$ cat src/rtl/adc_bf_pkg.sv
package adc_bf_pkg;
  parameter int unsigned CTRL_W_DEF = 16;

  // Reduce per-channel flags to one bit per pair.
  function automatic logic [7:0] pair_or(input logic [15:0] fl, input int unsigned npairs);
    logic [7:0] r;
    r = '0;
    for (int unsigned p = 0; p < npairs && p < 8; p++) r[p] = fl[2*p] | fl[2*p+1];
    return r;
  endfunction
endpackage

$ cat src/rtl/adc_bf_pair_cap.sv
module adc_bf_pair_cap #(
  parameter int DATA_W = 12
) (
  input  logic              clk,
  input  logic              rst,
  input  logic              rdy_i,
  input  logic [2*DATA_W-1:0] smp_i,
  input  logic [1:0]        clr_i,
  output logic [1:0]        flag_o,
  output logic [2*DATA_W-1:0] store_o
);
  always_ff @(posedge clk) begin
    if (rst) begin
      flag_o  <= '0;
      store_o <= '0;
    end else if (rdy_i) begin
      flag_o  <= 2'b11;
      store_o <= smp_i;
    end else begin
      flag_o  <= flag_o & ~clr_i;
    end
  end


  pair_set_chk: assert property (@(posedge clk) disable iff (rst)
    rdy_i |=> (flag_o == 2'b11));

  set_wins_chk: assert property (@(posedge clk) disable iff (rst)
    (rdy_i && clr_i != 2'b00) |=> (flag_o == 2'b11));

  clr_lo_chk: assert property (@(posedge clk) disable iff (rst)
    (!rdy_i && clr_i[0]) |=> !flag_o[0]);

  clr_hi_chk: assert property (@(posedge clk) disable iff (rst)
    (!rdy_i && clr_i[1]) |=> !flag_o[1]);

  hold_chk: assert property (@(posedge clk) disable iff (rst)
    (!rdy_i && clr_i == 2'b00) |=> $stable(flag_o));
endmodule

$ cat src/rtl/adc_bf_rd_port.sv
module adc_bf_rd_port #(
  parameter int DATA_W = 12,
  parameter int NCH    = 6,
  parameter int CHW    = 3
) (
  input  logic                  clk,
  input  logic                  rst,
  input  logic                  en_i,
  input  logic [CHW-1:0]        ch_i,
  input  logic [NCH*DATA_W-1:0] store_i,
  output logic [DATA_W-1:0]     data_o
);
  logic hit;
  assign hit = en_i && (int'(ch_i) < NCH);

  always_ff @(posedge clk) begin
    if (rst || !hit) data_o <= '0;
    else             data_o <= store_i[int'(ch_i)*DATA_W +: DATA_W];
  end


  bad_ch_chk: assert property (@(posedge clk) disable iff (rst)
    (en_i && int'(ch_i) >= NCH) |=> (data_o == '0));

  idle_chk: assert property (@(posedge clk) disable iff (rst)
    !en_i |=> (data_o == '0));
endmodule

$ cat src/rtl/adc_bf_irq.sv
module adc_bf_irq #(
  parameter int NUM_PAIRS = 3
) (
  input  logic                   clk,
  input  logic                   rst,
  input  logic [2*NUM_PAIRS-1:0] flag_i,
  input  logic [NUM_PAIRS-1:0]   ie_i,
  input  logic                   mask_i,
  output logic                   irq_o
);
  logic [NUM_PAIRS-1:0] pair_any;

  for (genvar p = 0; p < NUM_PAIRS; p++) begin : g_pair
    assign pair_any[p] = flag_i[2*p] | flag_i[2*p+1];
  end

  always_ff @(posedge clk) begin
    if (rst) irq_o <= 1'b0;
    else     irq_o <= (|(pair_any & ie_i)) & ~mask_i;
  end


  masked_chk: assert property (@(posedge clk) disable iff (rst)
    mask_i |=> !irq_o);

  fire_chk: assert property (@(posedge clk) disable iff (rst)
    (!mask_i && (flag_i[0] || flag_i[1]) && ie_i[0]) |=> irq_o);

  quiet_chk: assert property (@(posedge clk) disable iff (rst)
    (flag_i == '0) |=> !irq_o);
endmodule

$ cat src/rtl/adc_bf_flag_ctrl.sv
module adc_bf_flag_ctrl #(
  parameter int NUM_PAIRS = 3,
  parameter int DATA_W    = 12,
  parameter int CTRL_W    = adc_bf_pkg::CTRL_W_DEF,
  localparam int NCH      = 2 * NUM_PAIRS,
  localparam int CHW      = $clog2(NCH)
) (
  input  logic                  clk,
  input  logic                  rst,
  input  logic [NUM_PAIRS-1:0]  pair_rdy_i,
  input  logic [NCH*DATA_W-1:0] smp_i,
  input  logic                  rda_en_i,
  input  logic [CHW-1:0]        rda_ch_i,
  input  logic                  rdb_en_i,
  input  logic [CHW-1:0]        rdb_ch_i,
  input  logic [NUM_PAIRS-1:0]  pair_ie_i,
  input  logic                  glb_mask_i,
  output logic [CTRL_W-1:0]     ctrl_o,
  output logic                  irq_o,
  output logic [DATA_W-1:0]     rda_data_o,
  output logic [DATA_W-1:0]     rdb_data_o
);
  logic [NCH-1:0]        flags;
  logic [NCH-1:0]        clr;
  logic [NCH*DATA_W-1:0] store;

  for (genvar c = 0; c < NCH; c++) begin : g_clr
    assign clr[c] = (rda_en_i && int'(rda_ch_i) == c) || (rdb_en_i && int'(rdb_ch_i) == c);
  end

  for (genvar p = 0; p < NUM_PAIRS; p++) begin : g_cap
    adc_bf_pair_cap #(.DATA_W(DATA_W)) cap_i (
      .clk     (clk),
      .rst     (rst),
      .rdy_i   (pair_rdy_i[p]),
      .smp_i   (smp_i[2*p*DATA_W +: 2*DATA_W]),
      .clr_i   (clr[2*p +: 2]),
      .flag_o  (flags[2*p +: 2]),
      .store_o (store[2*p*DATA_W +: 2*DATA_W])
    );
  end

  adc_bf_rd_port #(.DATA_W(DATA_W), .NCH(NCH), .CHW(CHW)) port_a_i (
    .clk(clk), .rst(rst), .en_i(rda_en_i), .ch_i(rda_ch_i),
    .store_i(store), .data_o(rda_data_o)
  );

  adc_bf_rd_port #(.DATA_W(DATA_W), .NCH(NCH), .CHW(CHW)) port_b_i (
    .clk(clk), .rst(rst), .en_i(rdb_en_i), .ch_i(rdb_ch_i),
    .store_i(store), .data_o(rdb_data_o)
  );

  adc_bf_irq #(.NUM_PAIRS(NUM_PAIRS)) irq_i (
    .clk(clk), .rst(rst), .flag_i(flags), .ie_i(pair_ie_i),
    .mask_i(glb_mask_i), .irq_o(irq_o)
  );

  assign ctrl_o = {{(CTRL_W-NCH){1'b0}}, flags};


  rst_clear_chk: assert property (@(posedge clk)
    $past(rst) |-> (ctrl_o == '0 && !irq_o));

  bad_rd_chk: assert property (@(posedge clk) disable iff (rst)
    (pair_rdy_i == '0 && !rdb_en_i && rda_en_i && int'(rda_ch_i) >= NCH) |=> $stable(ctrl_o));
endmodule

$ cat config.mk
export PLATFORM = sky130hd
export DESIGN_NAME = adc_bf_flag_ctrl
export DESIGN_NICKNAME = d
export VERILOG_FILES = /design/src/rtl/adc_bf_pkg.sv /design/src/rtl/adc_bf_pair_cap.sv /design/src/rtl/adc_bf_rd_port.sv /design/src/rtl/adc_bf_irq.sv /design/src/rtl/adc_bf_flag_ctrl.sv
export SDC_FILE = /design/constraint.sdc
export NUM_CORES = 1
export LEC_CHECK = 0
export ABC_CLOCK_PERIOD_IN_PS = 1100
export CAP_MARGIN = 20
export CELL_PAD_IN_SITES_DETAIL_PLACEMENT = 0
export CELL_PAD_IN_SITES_GLOBAL_PLACEMENT = 1
export CORE_MARGIN = 5
export CORE_UTILIZATION = 44
export CTS_CLUSTER_SIZE = 10
export DETAILED_ROUTE_END_ITERATION = 8
export DONT_BUFFER_PORTS = 1
export GPL_ROUTABILITY_DRIVEN = 0
export PLACE_DENSITY_LB_ADDON = 0.1
export SYNTH_ARGS = -nofsm -noshare
export SYNTH_HDL_FRONTEND = slang
export SYNTH_HIERARCHICAL = 1
export SYNTH_SLANG_ARGS = --single-unit
$ cat constraint.sdc
create_clock -name clk -period 1.1 [get_ports clk]
set_clock_uncertainty 0.05 [all_clocks]
set_input_delay 0.11 -clock clk [delete_from_list [all_inputs] [get_ports clk]]
set_output_delay 0.11 -clock clk [all_outputs]
set_load 0.03 [all_outputs]
== Word level (Yosys, flattened, before mapping) ==
Cells that the tools add are included.

* Multiply operators: 2
* $lt $le $gt $ge: 2
* Eq/ne operators: 10
* Shift operators: 2
* Mux-type cells: 3
* Bitwise logic cells: 12
* Reduce and logical (&&, ||, !) cells: 27

{| class="wikitable"
|+ Operators with widths
! cell !! count
|-
| 72-bit by 32-bit indexed part select with 12-bit output || 2
|-
| 3-bit equality test, second input constant || 8
|-
| 1-bit logical AND || 14
|-
| 3-bit by 2-bit multiplier with 5-bit output, second input constant || 2
|-
| 1-bit logical OR || 8
|-
| 2-bit AND || 3
|-
| 3-bit by 2-bit equality test with 1-bit output, second input constant || 2
|-
| 3-bit zero test || 2
|-
| 3-bit less-than comparator, second input constant || 2
|-
| 2-bit 2-to-1 mux || 3
|-
| 2-bit NOT || 3
|-
| 3-bit AND || 1
|-
| 1-bit OR || 3
|-
| 3-bit OR reduction || 1
|-
| 1-bit zero test || 2
|-
| 1-bit AND || 1
|-
| 1-bit NOT || 1
|}

* Bits in registers: 103
* Input bits: 89
* Output and inout bits: 41
* Logic and storage cells: 67

== Longest topological paths before layout ==
Gate-level depths: netlist of run 1.

* Depth after elaboration: 6
* Depth in mapped cells: 5
* Depth with buffers taken out: 4

== By module ==
The synthesis of run 1 kept the hierarchy.

{| class="wikitable"
|+ Modules (own cells, without submodules)
! module !! instances !! cells an instance !! area an instance (um^2)
|-
| adc_bf_pair_cap || 3 || 85 || 943.4
|-
| adc_bf_rd_port || 2 || 71 || 895.9
|-
| adc_bf_flag_ctrl || 1 || 26 || 195.2
|-
| adc_bf_irq || 1 || 5 || 43.8
|}

== Worst setup path after synthesis of run 1 ==
OpenSTA, ideal clock, no wires.

* Path kind: input to register
* Start: in rda_ch_i[0]
* End: reg port_a_i.data_o[2]
* Setup time: 128 ps
* Arrival: 1021 ps
* Required time: 922 ps
* Setup slack: -99 ps
* Cell stages on the path: 5
* Cells stage by stage: buf_6 > buf_12 > mux4_2 > a22oi_2 > nor2_1

* Longest elaborated chain between the ends: 4
* Elaborated cells on any way between the ends: 6

{| class="wikitable"
|+ Ends and longest elaborated chain
! item !! line !! text
|-
| from (decl) || adc_bf_flag_ctrl.sv:13 || <nowiki>input logic [CHW-1:0] rda_ch_i,</nowiki>
|-
| branches (longest 4 deep; another with 3-bit by 2-bit multiplier with 5-bit output) || -- ||
|-
| to (signal assigned) || adc_bf_rd_port.sv:18 || <nowiki>else data_o <= store_i[int'(ch_i)*DATA_W +: DATA_W];</nowiki>
|-
| to (decl) || adc_bf_rd_port.sv:11 || <nowiki>output logic [DATA_W-1:0] data_o</nowiki>
|}

Several ways; the timed one is not identified.
A chain may end at the register's enable or synchronous reset.

== Worst setup path in the final report of run 1 ==
* Start: reg g_cap[1].cap_i.store_o[22]
* End: reg port_a_i.data_o[10]

* Longest elaborated chain between the ends: 1

{| class="wikitable"
|+ Ends and longest elaborated chain
! item !! line !! text
|-
| from (decl) || adc_bf_pair_cap.sv:10 || <nowiki>output logic [2*DATA_W-1:0] store_o</nowiki>
|-
| from (signal assigned) || adc_bf_pair_cap.sv:18 || <nowiki>store_o <= smp_i;</nowiki>
|-
| 72-bit by 32-bit indexed part select with 12-bit output || adc_bf_rd_port.sv:18 ||
|}

Every way passes these cells.

==> impl_metrics.yaml, run 1 <==
floorplan:
  boundaryPins: 130
  die_x_um: 115.1
  rows: 38
  core_area_um2: 10840
  dieArea_um2: 13250
  start_util: 0.4484
  die_h_um: 115.1
worst_setup_path:
  critPathSlowestCell: "mux4_2"
  r2r_cells: 3
  cp-end-kind: "flop"
  slowest_delay_ps: 480
  r2r_slack_ps: -120
  path_class: "reg2reg"
  start_kind: "flop"
  cp.arrival_ps: 1420
  path_cells: "mux4_2, a22oi_1, nor2_1"
  r2r_start: "g_cap[1].cap_i/store_o[22]$_SDFFE_PP0P_"
  crit_buf_inv: 0
  r2r_end: "port_a_i/data_o[10]$_SDFF_PP0_"
  required_ps: 1300
  cp_top_family: "multiplexers"
  worst-path-max-fanout: 3
timing:
  finalSetupViolations: 24
  setup_ws_ps: -119.4
  hold_viol_final: 79
  fin_crit_sh: 1.109
  hold_ws_ps: -245.2
  fmax_ghz: 0.8201
  drv_slew: 0
  tightestPinTransition_ps: 566.0
  relSlewSlack: 0.6222
  rsz0062_at_grt: "yes"
  finalWorstPathRequiredPeriod_ps: 1219
detailed_routing:
  drc: 0
  drtPass1Iterations: 4
  via_per_inst: 5.166
  routed_wl_um: 11310
  drt-initial-drc-count: 159
  dr_total_vias: 3115
  avgRoutedWirePerCell_um: 18.76
  ant_nets: 0
finish:
  diodes: 0
  drive_above_1_share: 0.3413
  synthToLayoutAreaGrowth_pct: 10.42
  final_cell_area_um2: 5368
  stdcell_count: 603
  num-nets-final: 550
logic_synthesis:
  synth-seq-area-share: 0.4242
  syn_area_per_cell_um2: 11.36
  syn-cell-area_um2: 4861
  yosys.cell_types.count: 29
  yosysWarnings: 6
  syn_inst: 428
  synth-seq-cells: 103
clock_tree:
  cts_buffer_depth: 2
  ctsHtreeMaxLevel: 3
  cts_buffers: 9
  cts_tree: "done"
  numClockSinks: 103
  cts_root_buffer: "clkbuf_8"
  cts_setup_buffers: 0
  path_clk_slew_ps: 90
  clock_latency_ps: 360
global_route:
  grt_pass1_vias: 3133
  antenna_found_initial: 0
  grt_max_degree: 82
  grt_overflow: 0
  grt_use_met1: 0.2514
  grt.busiest_layer: "met1"
  grt_pass1_wl_um: 17770
  grt_usage: 0.1762
  met2_usage: 0.2454
  grtUsageMet3: 0.05947
min_path:
  hold_end: "g_cap[0].cap_i/flag_o[0]$_SDFF_PP0_"
  min_path_cells: 1
  hp-class: "in2reg"
  min_from: "rst"
run:
  cap_viol_max_count: 0
outcome:
  violations: "negative hold slack, negative setup slack"
  status: "finished with violations"
placed_design:
  placed_cells: 584
  post-place-ws_ps: -341.9
  placed_area_um2: 5056
  dpl.hpwl_um: 8167
  numPortBuffers: 0
power_and_ir_drop:
  power_w: 0.007390
  peakVddDrop_uv: 915.6
  p_leak_nw: 2.284
  powerDensity_nw_per_um2: 1377
layout by cell type (no fill, tap or decap), types with 2 or more instances in the layout:
master / count
buf_4: 50
dfxtp_1: 74
dfxtp_2: 29
o21ai_1: 2
nand3b_1: 5
conb_1: 10
nor2_1: 95
mux2_1: 8
dlygate4sd3_1: 5
inv_1: 8
a21oi_1: 6
clkbuf_8: 11
nand2_1: 3
a22oi_1: 2
nand2b_1: 6
a32o_2: 2
mux2_2: 16
o22ai_1: 2
mux4_2: 24
nor2b_1: 3
mux2i_1: 72
a22oi_2: 22
registers in the layout, indices dropped and copies added, names as in the netlist:
name / count
g_cap.cap_i/flag_o: 6
g_cap.cap_i/store_o: 72
irq_i/irq_o: 1
port_a_i/data_o: 12
port_b_i/data_o: 12
stage by stage:
| step | hold WS [ps] | utilization | TNS (ps) |
|---|---|---|---|
| floorplan | 132.1 | - | -1545 |
| global placement | 133.8 | 0.4664 | -3449 |
| detailed placement | 134.5 | 0.4664 | -4439 |
| CTS | -282.2 | 0.4901 | -1853 |
| global route | -276.7 | 0.4952 | -2705 |
| finish | -245.2 | 0.4952 | -1740 |
worst reg2reg max path, cell delays in order, from the launching register on:
cell and delay, ps:
dfxtp_2 350, mux4_2 480, a22oi_1 150, nor2_1 70
worst max-delay path by stage:
stage                                                 start                             end  slack [ps]  cells past startpoint
CTS                 g_cap[1].cap_i/store_o[12]$_SDFFE_PP0P_   port_a_i/data_o[0]$_SDFF_PP0_        -120                      3
global placement                                rdb_ch_i[2]   port_b_i/data_o[0]$_SDFF_PP0_        -260                      3
floorplan                                       rda_ch_i[0]   port_a_i/data_o[2]$_SDFF_PP0_         -90                      5
finish              g_cap[1].cap_i/store_o[22]$_SDFFE_PP0P_  port_a_i/data_o[10]$_SDFF_PP0_        -120                      3
detailed placement                              rdb_ch_i[2]  port_b_i/data_o[11]$_SDFF_PP0_        -340                      3
global route        g_cap[1].cap_i/store_o[19]$_SDFFE_PP0P_   port_a_i/data_o[7]$_SDFF_PP0_        -160                      3
cell families after synthesis:
logic type,after synthesis,synth area share
other,1,0.0007715
DFF,103,0.4242
and+or+nand+nor,114,0.09833
muxes,120,0.3151
buffers and inverters,50,0.08468
AOI/OAI and AO/OA,40,0.07696
area by class of cell:
cell class	count	area [um^2]
repair buffers	55	425.4
clock inverters	1	30.03
well taps	140	175.2
multi-input cells	284	2454
fillers	1016	5473
clock buffers	12	155.1
inverters	8	30.03
flip-flops and latches	103	2098
power breakdown:
part | switching [W] | internal (W) | leakage, nW | total, W
Clock | 0.00119 | 0.00114 | 0.0944 | 0.00233
Sequential | 0.000183 | 0.00393 | 0.857 | 0.00412
Combinational | 0.000377 | 0.000565 | 1.33 | 0.000943
Yosys cell counts, drive strengths merged:
cell type	instances	area share
dfxtp	103	0.42
nor2	96	0.074
mux2i	72	0.15
buf	40	0.077
a22oi	24	0.054
mux2	24	0.056
mux4	24	0.11
inv	8	0.0062
a21oi	6	0.0062
nand2b	6	0.0077
nand3b	5	0.0077
nand2	3	0.0023
nor2b	3	0.0039
o21ai	3	0.0031
a32o	2	0.0046
clkbuf	2	0.0015
o22ai	2	0.0026
o32ai	2	0.0051
a311oi	1	0.0018
conb	1	0.00077
nor3b	1	0.0026
routing by layer:
| metal | vias up | wire, um |
|---|---|---|
| li1 | 1558 | - |
| met1 | 1454 | 5488 |
| met2 | 92 | 4720 |
| met3 | 11 | 927 |
| met4 | 0 | 174 |
| met5 | - | 0 |
repair_timing:
item,in CTS,in global routing
pin swaps,3,5
endpoints found under the setup margin,26,29
cloned,0,0
gates resized for setup,22,14
hold buffers,4,1
hold endpoints to repair,91,81
(Power assumes the default switching activity.)
==> run 2: changes to the inputs <==
--- a/config.mk
+++ b/config.mk
@@ -5,12 +5,13 @@
 export SDC_FILE = /design/constraint.sdc
 export NUM_CORES = 1
 export LEC_CHECK = 0
+export ABC_AREA = 1
 export ABC_CLOCK_PERIOD_IN_PS = 1100
 export CAP_MARGIN = 20
 export CELL_PAD_IN_SITES_DETAIL_PLACEMENT = 0
 export CELL_PAD_IN_SITES_GLOBAL_PLACEMENT = 1
 export CORE_MARGIN = 5
-export CORE_UTILIZATION = 44
+export CORE_UTILIZATION = 40
 export CTS_CLUSTER_SIZE = 10
 export DETAILED_ROUTE_END_ITERATION = 8
 export DONT_BUFFER_PORTS = 1
==> impl_metrics.yaml, run 2 <==
logic_synthesis:
  synth_edf_count: 0
  synth-seq-area-share: 0.3902
  ys_top_cells_by_count: "173 x nand2_1, 148 x nor2_1, 118 x inv_1"
  yosysWarnings: 6
  yosysTopAreaCell: "dfxtp_1"
  syn_area_per_cell_um2: 6.493
  synth.most_common_cell: "nand2_1"
  synth-seq-cells: 103
  syn-cell-area_um2: 5285
  syn_inst: 814
  synth.area.top_cells: "dfxtp_1 39%, nand2_1 12%, nor2_1 11%"
  async_flop_share: 0
  yosys.cell_types.count: 25
  synth_ff_type: "dfxtp_1"
  synth_top_area_share: 0.3902
power_and_ir_drop:
  powerDensity_nw_per_um2: 1382
  p_leak_nw: 3.060
  peakVddDrop_uv: 709.8
detailed_routing:
  via_per_inst: 4.761
  drt-initial-drc-count: 361
  drc: 0
  routed_wl_um: 16650
  drtPass1Iterations: 5
  dr_total_vias: 5066
  ant_nets: 0
  avgRoutedWirePerCell_um: 15.65
finish:
  stdcell_count: 1064
  largest_reg_flops: 72
  synthToLayoutAreaGrowth_pct: 24.22
  final_common_cell: "nand2_1"
  seq_area_um2: 2069
  regMostFlops: "g_cap.cap_i/store_o"
  nFillCells: 1334
  final_cell_area_um2: 6565
  biggestRegsByFlops: "g_cap.cap_i/store_o: 72 flops, port_a_i/data_o: 12 flops, port_b_i/data_o: 12 flops"
  num-nets-final: 973
  multiInputGateArea_um2: 2457
  drive_above_1_share: 0.09234
  layout_common_cells: "172 x nand2_1, 148 x nor2_1, 118 x inv_1"
  diodes: 0
outcome:
  status: "finished with violations"
  violations: "negative hold slack"
worst_setup_path:
  cp.depth: 0
  start_kind: "flop"
  required_ps: 940
  cp-end-kind: "primary output"
  r2r_cells: 6
  path_class: "reg2out"
  cp.arrival_ps: 920
  worst-path-max-fanout: 1
floorplan:
  core_area_um2: 13090
  boundaryPins: 130
  die_x_um: 124.9
  die_h_um: 124.9
  rows: 42
  start_util: 0.4039
  dieArea_um2: 15610
global_route:
  grt_max_degree: 42
  grt_pass1_wl_um: 26570
  grt_usage: 0.2143
  antenna_found_initial: 0
  grt_overflow: 0
  grt_pass1_vias: 4944
placed_design:
  placed_area_um2: 5423
  placed_cells: 971
  post-place-ws_ps: -48.30
  dpl.hpwl_um: 11660
  numPortBuffers: 0
timing:
  drv_slew: 0
  rsz0062_at_grt: "no"
  finalSetupViolations: 0
  setup_ws_ps: 21.41
  tns_ps: 0
  fmax_ghz: 0.9271
  fin_crit_sh: 0.9805
  hold_ws_ps: -234.1
  hold_viol_final: 82
  finalWorstPathRequiredPeriod_ps: 1079
clock_tree:
  ctsHtreeMaxLevel: 3
  numClockSinks: 103
  cts_setup_buffers: 0
  cts_tree: "done"
  cts_root_buffer: "clkbuf_16"
  cts_buffer_depth: 2
  clock_latency_ps: 360
  cts_buffers: 9
  path_clk_slew_ps: 70
min_path:
  hp-class: "in2reg"
  min_path_cells: 1
run:
  cap_viol_max_count: 0
run 2: changes by cell type after synthesis, moves of 14 or more:
| cell | change |
|---|---|
| mux2_2 | -16 |
| o211ai_1 | +22 |
| nand3_1 | +49 |
| inv_1 | +110 |
| o21ai_0 | +71 |
| or2_2 | +14 |
| mux4_2 | -24 |
| mux2i_1 | -72 |
| nor2_1 | +52 |
| a22oi_2 | -16 |
| a21oi_1 | +24 |
| nand2_1 | +170 |
run 2: repair_timing:
| item | CTS | global route |
|---|---|---|
| endpoints found under the setup margin | 1 | 8 |
| hold endpoints to repair | 94 | 79 |
| hold buffers | 76 | 2 |
| gates resized for setup | 1 | 13 |
| pin swaps | 0 | 2 |
| cloned | 0 | 0 |
run 2: cell families after synthesis:
logic type / share of synthesized area
and+or+nand+nor: 0.3161
buffers and inverters: 0.1577
AOI/OAI and AO/OA: 0.1354
DFF: 0.3902
other: 0.0007095
run 2: layout make-up:
type                    count  area share
multi-input cells         543      0.3743
flip-flops and latches    103      0.3152
clock inverters             4     0.01182
clock buffers              11     0.03697
well taps                 176     0.03354
repair buffers            102      0.1559
inverters                 125     0.07223
run 2: power by group:
part | internal, W | switching [W]
clock network | 0.00206 | 0.00143
logic | 0.000620 | 0.000763
registers | 0.00396 | 0.000238
run 2: per-layer routing:
layer	global-route usage	part of all wire
met1	0.2896	0.46
met2	0.3461	0.47
met3	0.03881	0.058
met4	0.07526	0.020
met5	0	0
run 2: stage by stage:
| stage | power [W] | util |
|---|---|---|
| global placement | 0.005412 | 0.4144 |
| finish | 0.009073 | 0.5017 |
| CTS | 0.009158 | 0.4971 |
| floorplan | 0.005193 | - |
| detailed placement | 0.005423 | 0.4144 |
| global route | 0.009558 | 0.5017 |
run 2: final timing paths:
| check | to | from | slack [ps] |
|---|---|---|---|
| worst max-delay path | rda_data_o[4] | port_a_i/data_o[4]$_SDFF_PP0_ | 20 |
| worst min-delay path | g_cap[0].cap_i/flag_o[0]$_SDFF_PP0_ | rst | -230 |
| worst max register to register | port_b_i/data_o[5]$_SDFF_PP0_ | g_cap[0].cap_i/store_o[17]$_SDFFE_PP0P_ | 30 |
| worst min register to register | g_cap[2].cap_i/flag_o[0]$_SDFF_PP0_ | g_cap[2].cap_i/flag_o[0]$_SDFF_PP0_ | 430 |
==> run 3: changes to the inputs <==
--- a/config.mk
+++ b/config.mk
@@ -7,14 +7,14 @@
 export LEC_CHECK = 0
 export ABC_AREA = 1
 export ABC_CLOCK_PERIOD_IN_PS = 1100
+export BUFFER_PORTS_ARGS = -buffer_cell sky130_fd_sc_hd__buf_2
 export CAP_MARGIN = 20
 export CELL_PAD_IN_SITES_DETAIL_PLACEMENT = 0
 export CELL_PAD_IN_SITES_GLOBAL_PLACEMENT = 1
 export CORE_MARGIN = 5
-export CORE_UTILIZATION = 40
+export CORE_UTILIZATION = 33
 export CTS_CLUSTER_SIZE = 10
 export DETAILED_ROUTE_END_ITERATION = 8
-export DONT_BUFFER_PORTS = 1
 export GPL_ROUTABILITY_DRIVEN = 0
 export PLACE_DENSITY_LB_ADDON = 0.1
 export SYNTH_ARGS = -nofsm -noshare
==> impl_metrics.yaml, run 3 (synthesis results as in run 2) <==
power_and_ir_drop:
  peakVddDrop_uv: 839.5
  comb_power_share: 0.192
  power_frac_clock: 0.355
  p_leak_nw: 3.581
  power_w: 0.009141
  powerDensity_nw_per_um2: 1260
  p_sw_w: 0.002633
  p_seq_frac: 0.453
  cell_internal_pwr_w: 0.006508
  switching_share: 0.2881
global_route:
  grt_usage: 0.1807
  grt_pass1_wl_um: 26520
  grt_overflow: 0
  antenna_found_initial: 0
  grt_max_degree: 40
  grt_pass1_vias: 5311
worst_setup_path:
  r2r_start: "g_cap[0].cap_i/store_o[7]$_SDFFE_PP0P_"
  cp_top_family: "flip-flops"
  cp.depth: 1
  slowest_delay_ps: 360
  worst-path-max-fanout: 1
  crit_buf_inv: 1
  cp.arrival_ps: 920
  r2r_end: "port_b_i/data_o[7]$_SDFF_PP0_"
  startpoint: "port_b_i/data_o[1]$_SDFF_PP0_"
  endpoint: "rdb_data_o[1]"
  cp-end-kind: "primary output"
  r2r_cells: 6
  critPathSlowestCell: "dfxtp_1"
  path_cells: "buf_2"
  start_kind: "flop"
  path_class: "reg2out"
  r2r_slack_ps: 60
  required_ps: 940
floorplan:
  core_area_um2: 15770
  dieArea_um2: 18650
  rows: 46
  die_x_um: 136.6
  boundaryPins: 130
  die_h_um: 136.6
  start_util: 0.3351
finish:
  seq_area_um2: 2078
  nFillCells: 1689
  num-nets-final: 1095
  largest_reg_flops: 72
  final_core_util: 0.4599
  drive_above_1_share: 0.2149
  final_common_cell: "nand2_1"
  biggestRegsByFlops: "g_cap.cap_i/store_o: 72 flops, port_a_i/data_o: 12 flops, port_b_i/data_o: 12 flops"
  multiInputGateArea_um2: 2455
  synthToLayoutAreaGrowth_pct: 37.24
  regMostFlops: "g_cap.cap_i/store_o"
  diodes: 0
  layout_common_cells: "173 x nand2_1, 148 x nor2_1, 118 x inv_1"
detailed_routing:
  via_per_inst: 4.435
  routed_wl_um: 16490
  drc: 0
  dr_total_vias: 5437
  drtPass1Iterations: 4
  drt-initial-drc-count: 280
  avgRoutedWirePerCell_um: 13.45
  ant_nets: 0
clock_tree:
  clock_latency_ps: 350
  numClockSinks: 103
  cts_setup_buffers: 0
  cts_buffers: 9
  path_clk_slew_ps: 70
  ctsHtreeMaxLevel: 3
  cts_buffer_depth: 2
  cts_tree: "done"
  cts_root_buffer: "clkbuf_16"
timing:
  tightestPinTransition_ps: 598.9
  relSlewSlack: 0.6003
  hold_ws_ps: 17.98
  fin_crit_sh: 0.9841
  setup_ws_ps: 17.54
  drv_slew: 0
  fmax_ghz: 0.9238
  hold_viol_final: 0
  finalWorstPathRequiredPeriod_ps: 1082
  finalSetupViolations: 0
placed_design:
  dpl.hpwl_um: 12250
  post-place-ws_ps: -136.1
  numPortBuffers: 119
outcome:
  status: "finished clean"
min_path:
  hp-class: "in2reg"
run:
  cap_viol_max_count: 0
==> run 3: through the flow <==
stage	cells	TNS, ps	instance area, um^2
2_1_floorplan	823	0	5319
3_3_place_gp	1138	-5773	6166
3_5_place_dp	1138	-6954	6166
4_1_cts	1226	0	7196
5_1_grt	1226	-0.5151	7253
6_report	1226	0	7253
==> run 3: power groups by stage <==
| stage | clock [W] | combinational, W | sequential [W] |
|---|---|---|---|
| floorplan | 0 | 0.000948 | 0.00424 |
| global placement | 0 | 0.00153 | 0.00422 |
| detailed placement | 0 | 0.00154 | 0.00422 |
| CTS | 0.00334 | 0.00175 | 0.00414 |
| global route | 0.00349 | 0.00198 | 0.00417 |
| finish | 0.00324 | 0.00175 | 0.00415 |
==> run 3: timing repair <==
action | 4_1_cts | 5_1_grt
setup endpoints to repair | 2 | 20
endpoints found under the hold margin | 73 | 0
hold buffers | 73 | 0
resized for setup | 2 | 29
pin swaps | 0 | 4
==> run 3: per-layer routing <==
layer,vias up,share of wire,track usage
met4,0,0.021,0.05711
met2,119,0.47,0.2946
met3,25,0.047,0.03235
li1,2859,-,-
met1,2434,0.47,0.2428
met5,-,0,0
==> run 3: worst min-delay path by stage <==
| stage | start | endpoint | depth (start not counted) |
|---|---|---|---|
| floorplan | rst | g_cap[0].cap_i/flag_o[0]$_SDFF_PP0_ | 1 |
| global placement | smp_i[20] | g_cap[0].cap_i/store_o[20]$_SDFFE_PP0P_ | 3 |
| detailed placement | smp_i[5] | g_cap[0].cap_i/store_o[5]$_SDFFE_PP0P_ | 3 |
| CTS | pair_ie_i[1] | irq_i/irq_o$_SDFF_PP0_ | 5 |
| global route | rst | g_cap[0].cap_i/flag_o[0]$_SDFF_PP0_ | 2 |
| finish | pair_ie_i[1] | irq_i/irq_o$_SDFF_PP0_ | 5 |
==> run 3: area by class of cell <==
type	instances	area share
multi-input cells	543	0.3385
inverters	125	0.06538
well taps	216	0.03726
clock buffers	9	0.03105
flip-flops and latches	103	0.2865
clock inverters	6	0.009488
repair buffers	224	0.2318
